### src/rtl/osc_pwr_pkg.sv
// Shared definitions for the dual-oscillator power mode controller.
// Assumes a 5-bit write word whose field positions are given below.
package osc_pwr_pkg;
    localparam int unsigned WR_W    = 5;
    localparam int unsigned F_IDLE  = 0;
    localparam int unsigned F_PD    = 1;
    localparam int unsigned F_SEL   = 2;
    localparam int unsigned F_EN_A  = 3;
    localparam int unsigned F_EN_B  = 4;
    localparam int unsigned N_OSC   = 2;

    typedef enum logic [1:0] {
        M_RUN  = 2'd0,
        M_IDLE = 2'd1,
        M_DOWN = 2'd2,
        M_WAKE = 2'd3
    } mode_t;

    typedef struct packed {
        logic en_b;
        logic en_a;
        logic sel;
    } osc_cfg_t;

    // True when at least one oscillator runs and the selected one is enabled.
    function automatic logic cfg_legal(input osc_cfg_t c);
        return (c.en_a | c.en_b) && (c.sel ? c.en_a : c.en_b);
    endfunction
endpackage

### src/rtl/osc_pwr_regs.sv
// Oscillator enable/select register with a legality filter.
// Assumes wr_run is already qualified by run mode. It computes whether a
// proposed write is acceptable and commits it only when it is.
module osc_pwr_regs
    import osc_pwr_pkg::*;
(
    input  logic     clk,
    input  logic     rst_n,
    input  logic     boot_sel_a,
    input  logic     wr_run,
    input  osc_cfg_t wr_cfg,
    input  logic     rdy_a,
    input  logic     rdy_b,
    output osc_cfg_t cfg,
    output logic     accept
);
    logic sel_change;
    logic target_ok;

    // Decide whether the proposed configuration may be taken.
    always_comb begin
        sel_change = (wr_cfg.sel != cfg.sel);
        target_ok  = wr_cfg.sel ? (cfg.en_a & rdy_a) : (cfg.en_b & rdy_b);
        accept     = cfg_legal(wr_cfg) && (!sel_change || target_ok);
    end

    // Hold the configuration; load the startup choice on reset.
    always_ff @(posedge clk) begin
        if (!rst_n) begin
            cfg <= boot_sel_a ? osc_cfg_t'{en_b: 1'b0, en_a: 1'b1, sel: 1'b1}
                              : osc_cfg_t'{en_b: 1'b1, en_a: 1'b0, sel: 1'b0};
        end else if (wr_run && accept) begin
            cfg <= wr_cfg;
        end
    end
endmodule

### src/rtl/osc_pwr_fsm.sv
// Power mode sequencer: run, idle, power-down and wait-for-ready.
// Assumes accept is valid in the same cycle as wr_en. Power-down wins
// over idle when both are requested together.
module osc_pwr_fsm
    import osc_pwr_pkg::*;
#(
    parameter int unsigned EXT_W = 2
) (
    input  logic             clk,
    input  logic             rst_n,
    input  logic             wr_en,
    input  logic             req_idle,
    input  logic             req_pd,
    input  logic             accept,
    input  logic             irq_any,
    input  logic [EXT_W-1:0] ext_irq,
    input  logic             kbd_irq,
    input  logic             sel_rdy,
    output mode_t            mode
);
    logic  pd_wake;
    mode_t mode_nx;

    // Compute the next mode from the current one and the wake sources.
    always_comb begin
        pd_wake = (|ext_irq) | kbd_irq;
        mode_nx = mode;
        unique case (mode)
            M_RUN: begin
                if (wr_en && accept) begin
                    if (req_pd)        mode_nx = M_DOWN;
                    else if (req_idle) mode_nx = M_IDLE;
                end
            end
            M_IDLE:  if (irq_any || pd_wake) mode_nx = M_RUN;
            M_DOWN:  if (pd_wake)            mode_nx = M_WAKE;
            M_WAKE:  if (sel_rdy)            mode_nx = M_RUN;
            default: mode_nx = M_RUN;
        endcase
    end

    // Register the mode; reset returns to run.
    always_ff @(posedge clk) begin
        if (!rst_n) mode <= M_RUN;
        else        mode <= mode_nx;
    end
endmodule

### src/rtl/osc_pwr_gates.sv
// Output decode from mode and stored configuration.
// Assumes cfg is always legal. Oscillators are forced off only in
// power-down; clock gates open only in run (CPU) or run/idle (peripherals).
module osc_pwr_gates
    import osc_pwr_pkg::*;
(
    input  mode_t            mode,
    input  osc_cfg_t         cfg,
    output logic [N_OSC-1:0] osc_en,
    output logic             clk_sel,
    output logic             cpu_clk_en,
    output logic             per_clk_en,
    output logic             idle_flag,
    output logic             pd_flag
);
    logic [N_OSC-1:0] cfg_en;
    assign cfg_en = {cfg.en_b, cfg.en_a};

    for (genvar i = 0; i < N_OSC; i++) begin : g_osc
        assign osc_en[i] = cfg_en[i] & (mode != M_DOWN);
    end

    // Drive select, gates and flags from the mode.
    always_comb begin
        clk_sel    = cfg.sel;
        cpu_clk_en = (mode == M_RUN);
        per_clk_en = (mode == M_RUN) || (mode == M_IDLE);
        idle_flag  = (mode == M_IDLE);
        pd_flag    = (mode == M_DOWN);
    end
endmodule

### src/rtl/osc_pwr_ctrl.sv
// Top of the dual-oscillator power mode controller.
// Assumes all inputs are synchronous to clk. Writes are taken only in run
// mode. The ready of the selected oscillator ends the wait after power-down.
module osc_pwr_ctrl
    import osc_pwr_pkg::*;
#(
    parameter int unsigned EXT_W = 2
) (
    input  logic             clk,
    input  logic             rst_n,
    input  logic             boot_sel_a,
    input  logic             wr_en,
    input  logic [WR_W-1:0]  wr_data,
    input  logic             irq_any,
    input  logic [EXT_W-1:0] ext_irq,
    input  logic             kbd_irq,
    input  logic             rdy_a,
    input  logic             rdy_b,
    output logic             osc_a_en,
    output logic             osc_b_en,
    output logic             clk_sel,
    output logic             cpu_clk_en,
    output logic             per_clk_en,
    output logic             idle_flag,
    output logic             pd_flag
);
    mode_t            mode;
    osc_cfg_t         cfg;
    osc_cfg_t         wr_cfg;
    logic             accept;
    logic             wr_run;
    logic             sel_rdy;
    logic [N_OSC-1:0] osc_en;

    // Unpack the write word and qualify writes and ready.
    always_comb begin
        wr_cfg.en_b = wr_data[F_EN_B];
        wr_cfg.en_a = wr_data[F_EN_A];
        wr_cfg.sel  = wr_data[F_SEL];
        wr_run      = wr_en && (mode == M_RUN);
        sel_rdy     = cfg.sel ? rdy_a : rdy_b;
    end

    osc_pwr_regs u_regs (
        .clk        (clk),
        .rst_n      (rst_n),
        .boot_sel_a (boot_sel_a),
        .wr_run     (wr_run),
        .wr_cfg     (wr_cfg),
        .rdy_a      (rdy_a),
        .rdy_b      (rdy_b),
        .cfg        (cfg),
        .accept     (accept)
    );

    osc_pwr_fsm #(.EXT_W(EXT_W)) u_fsm (
        .clk      (clk),
        .rst_n    (rst_n),
        .wr_en    (wr_en),
        .req_idle (wr_data[F_IDLE]),
        .req_pd   (wr_data[F_PD]),
        .accept   (accept),
        .irq_any  (irq_any),
        .ext_irq  (ext_irq),
        .kbd_irq  (kbd_irq),
        .sel_rdy  (sel_rdy),
        .mode     (mode)
    );

    osc_pwr_gates u_gates (
        .mode       (mode),
        .cfg        (cfg),
        .osc_en     (osc_en),
        .clk_sel    (clk_sel),
        .cpu_clk_en (cpu_clk_en),
        .per_clk_en (per_clk_en),
        .idle_flag  (idle_flag),
        .pd_flag    (pd_flag)
    );

    assign osc_a_en = osc_en[0];
    assign osc_b_en = osc_en[1];
endmodule

### config.mk
export PLATFORM = sky130hd
export DESIGN_NAME = osc_pwr_ctrl
export DESIGN_NICKNAME = d
export VERILOG_FILES = /design/src/rtl/osc_pwr_pkg.sv /design/src/rtl/osc_pwr_regs.sv /design/src/rtl/osc_pwr_fsm.sv /design/src/rtl/osc_pwr_gates.sv /design/src/rtl/osc_pwr_ctrl.sv
export SDC_FILE = /design/constraint.sdc
export NUM_CORES = 1
export LEC_CHECK = 0
export ABC_AREA = 1
export CORE_AREA = 2 2 39 41
export CTS_BUF_LIST = sky130_fd_sc_hd__clkbuf_8
export DETAILED_ROUTE_END_ITERATION = 8
export DIE_AREA = 0 0 41 43
export HOLD_SLACK_MARGIN = 0.06
export SYNTH_ARGS = -nofsm -noshare
export SYNTH_HDL_FRONTEND = slang
export SYNTH_SLANG_ARGS = --single-unit
### constraint.sdc
create_clock -name clk -period 2.18 [get_ports clk]
set_clock_uncertainty 0.05 [all_clocks]
set_input_delay 0.327 -clock clk [delete_from_list [all_inputs] [get_ports clk]]
set_output_delay 0.327 -clock clk [all_outputs]
set_load 0.1 [all_outputs]
==> results by stage <==
Status:
- The run finished with clean final reports.

Timing:
- Setup repair after global routing left no endpoint under its margin.
- For the pin with the worst max-slew slack, the measured transition is 304 ps.
- The post-route clock period utilization is 0.758.
- The count of final max-slew check failures is 0.
- The headroom to the max-slew limit is 0.795.
- The fmax is 605 MHz.
- After routing, the total negative slack on setup checks comes to 0 ps.
- The minimum period implied by the final worst setup slack is 1650 ps.
- The hold violation count in the final report is 0.
- Once routing completed, OpenROAD measured the worst setup slack at 527 ps.
- The setup violation total in the final timing report is 0.
- The tightest hold path in the finished design has a slack of 503 ps.

Worst setup path:
- The worst-path maximum fanout is 6.
- The worst register-to-register path has a setup slack of 940 ps.
- For the worst setup path, the data arrival time is 1280 ps.
- By startpoint and endpoint, the worst setup path is classified as reg2out.
- The worst setup path is captured at an output port.
- The required arrival time at the worst endpoint is 1800 ps.
- The nature of the critical path startpoint is a register.

Placed design:
- The last weighted congestion value of the routability-driven placer is 0.745.
- The cell area reported after detailed placement is 628 um2.
- The half-perimeter wire length after placement is 752 um.
- The number of port buffers is 21.
- The worst setup timing slack at the placement stage is 519 ps.

Global routing:
- The via count of the first global-routing pass was 372.
- Global routing finished with a remaining overflow of 0.
- Entering global routing, the biggest net connects 7 pins.
- The routing layer with the top usage in global route is met1.
- The first global-routing pass estimated 1440 um of wire.
- The routing usage on met3 is 0.0314.
- The met2 capacity usage during global routing is 0.163.
- The initial antenna violation count is 0.
- The met1 demand-to-capacity share in global routing is 0.170.
- Across every metal layer, demand over resource in global routing totals 0.129.

Clock tree:
- The post-CTS clock slew at the launch and capture registers of the worst setup and hold paths is 40 ps.
- The cell sitting at the root of the clock tree is a sky130_fd_sc_hd__clkbuf_8.
- For this design, the sink count on the clock tree is 5.
- The clock passes through at most 2 buffers.
- Clock latency on the worst-skew pair, taken at its later pin, is 220 ps.
- Buffers added to address setup during post-CTS repair amount to 0.
- The number of gates resized after CTS was 0.
- The CTS buffer count is 3.
- CTS built an H-tree with a depth of 1.
- TritonCTS built the clock tree.
- After clock tree synthesis, the flow added hold-fix buffers numbering 0.

Synthesis:
- The synthesized area per cell is 6.51 um2.
- The mapped cell area is 390 um2.
- The area share of and/or/nand/nor cells after synthesis is 0.385.
- Synthesis produced a netlist whose cell count is 60.
- Of the total synthesized cell area, the portion taken by full adders, half adders and majority gates is 0.
- The number of nets produced by synthesis is 75.
- The complex-gate fraction of the synthesized area is 0.157.
- The combinational family with the most area after synthesis is simple AND/OR/NAND/NOR gates.
- After synthesis the netlist holds a flip-flop and latch count of 5.
- The proportion of synthesized area in mux cells is 0.
- The number of warnings issued by yosys is 0.
- Of the total synthesized cell area, the portion taken by XOR and XNOR cells is 0.
- The share of the Yosys chip area taken by registers is 0.333.
- The number of unique standard cell types used by synthesis is 18.

Detailed routing:
- Dividing the detail-routed wire length by the instance count gives 9.00 um.
- The via density per instance is 4.28.
- In the routed design, unresolved DRC markers number 0.
- The pre-antenna-repair detailed-routing pass consisted of 4 iterations.
- In this run the remaining antenna-violating nets after routing total 0.
- The total vias in the final route is 432.
- After detailed routing, the total wire length is 909 um.
- For this block, the initial DRC count from the detailed router was 8.

Floorplan:
- The die is 43 um tall.
- For this configuration, the core starts out at a cell density of 0.282.
- The count of pins on the block boundary is 22.
- The placement row count is 14.
- The region available for standard cell placement spans 0.00138 mm2.
- From left edge to right edge, the die measures 41 um.
- The die area is 0.00176 mm2.

Finish:
- The final layout net count is 101.
- The synthesis-to-finish area growth is 72.4%.
- After filler insertion, the fill cell instance count of the layout stands at 145.
- The post-route standard cell area excluding fillers is 673 um2.
- The fraction of final layout cells with drive strength greater than 1 is 0.247.
- The number of antenna cells inserted is 0.

Min path:
- The class of the tightest hold or removal check is reg2reg.

Run:
- Max-cap violations in this run came to 0.

Power:
- Power spread over the standard cell area amounts to 795 mW/mm2.
- After layout, the design draws a total of 0.535 mW.
- In this run the static leakage power is 0.315 nW.
- Across the VDD grid, the largest voltage drop is 0.441 mV.
-- flip-flops by register name, summed over array words and instances (netlist names) --
register and count:
u_fsm.mode 2, u_regs.cfg 3
-- kinds of logic (layout without fill, tap and decap cells) --
group	Yosys count	count (layout)
AO/OA/AOI/OAI	9	9
buffers and inverters	13	38
flip-flops	5	5
AND/OR/NAND/NOR	33	33
-- cell type report --
cell class / instances / area [um2] / area share
flip-flops and latches: 5 / 130 / 0.193
multi-input cells: 42 / 211 / 0.314
clock inverters: 1 / 3.75 / 0.00558
repair buffers: 21 / 218 / 0.323
inverters: 13 / 48.8 / 0.0725
clock buffers: 3 / 41.3 / 0.0613
well taps: 16 / 20.0 / 0.0297
-- through the flow --
stage          cells   util
4_1_cts          101  0.486
2_1_floorplan     60      -
3_3_place_gp      97  0.454
3_5_place_dp      97  0.454
5_1_grt          101  0.486
6_report         101  0.486
-- synthesized netlist by cell type --
master	count	area (um2)
sky130_fd_sc_hd__o21ai_0	2	10.0
sky130_fd_sc_hd__edfxtp_1	3	90.1
sky130_fd_sc_hd__inv_1	8	30.0
sky130_fd_sc_hd__nand3_2	1	10.0
sky130_fd_sc_hd__o21a_1	1	7.51
sky130_fd_sc_hd__nor2_2	1	6.26
sky130_fd_sc_hd__o21ai_1	1	5.00
sky130_fd_sc_hd__nand2_1	16	60.1
sky130_fd_sc_hd__nand3_1	6	30.0
sky130_fd_sc_hd__nand2_2	1	6.26
sky130_fd_sc_hd__a21oi_1	1	5.00
sky130_fd_sc_hd__nor2_4	1	11.3
sky130_fd_sc_hd__dfxtp_1	2	40.0
sky130_fd_sc_hd__inv_2	4	15.0
sky130_fd_sc_hd__nor2_1	7	26.3
sky130_fd_sc_hd__a21oi_2	3	26.3
sky130_fd_sc_hd__clkinv_1	1	3.75
sky130_fd_sc_hd__a21boi_0	1	7.51
-- report_power, final --
| part | internal, mW | total [mW] | switching [mW] |
|---|---|---|---|
| Combinational | 0.0756 | 0.243 | 0.168 |
| Sequential | 0.112 | 0.121 | 0.00954 |
| Clock | 0.121 | 0.170 | 0.0493 |
| Total | 0.308 | 0.535 | 0.227 |
-- placed cells by master, fill, tap and decap left out --
master	count
sky130_fd_sc_hd__nand2_2	1
sky130_fd_sc_hd__inv_1	9
sky130_fd_sc_hd__nor2_2	1
sky130_fd_sc_hd__clkbuf_8	3
sky130_fd_sc_hd__nor2_1	7
sky130_fd_sc_hd__buf_12	2
sky130_fd_sc_hd__o21ai_1	1
sky130_fd_sc_hd__edfxtp_1	3
sky130_fd_sc_hd__buf_4	5
sky130_fd_sc_hd__a21oi_2	3
sky130_fd_sc_hd__a21oi_1	1
sky130_fd_sc_hd__inv_2	4
sky130_fd_sc_hd__o21a_1	1
sky130_fd_sc_hd__a21boi_0	1
sky130_fd_sc_hd__clkdlybuf4s50_1	14
sky130_fd_sc_hd__dfxtp_1	2
sky130_fd_sc_hd__nand3_2	1
sky130_fd_sc_hd__nor2_4	1
sky130_fd_sc_hd__nand3_1	6
sky130_fd_sc_hd__clkinv_1	1
sky130_fd_sc_hd__nand2_1	16
sky130_fd_sc_hd__o21ai_0	2
-- metal layers --
metal	vias to the layer above	part of all wire
li1	238	-
met1	170	0.45
met2	20	0.42
met3	4	0.089
met4	0	0.040
met5	-	0
-- worst max-delay path, stage by stage (launching register included) --
cell and delay, ps:
sky130_fd_sc_hd__dfxtp_1 430, sky130_fd_sc_hd__inv_1 80, sky130_fd_sc_hd__nand2_1 120, sky130_fd_sc_hd__inv_2 60
sky130_fd_sc_hd__nor2_1 170, sky130_fd_sc_hd__buf_12 200
-- worst paths after layout --
| check | to | from | cells after the start |
|---|---|---|---|
| setup / recovery | osc_a_en | u_fsm.mode[0] | 5 |
| hold / removal | u_fsm.mode[1] | u_fsm.mode[1] | 2 |
| setup reg to reg | u_fsm.mode[0] | u_regs.cfg[0] | 5 |
| hold reg to reg | u_fsm.mode[1] | u_fsm.mode[1] | 2 |
(Power assumes the default switching activity.)
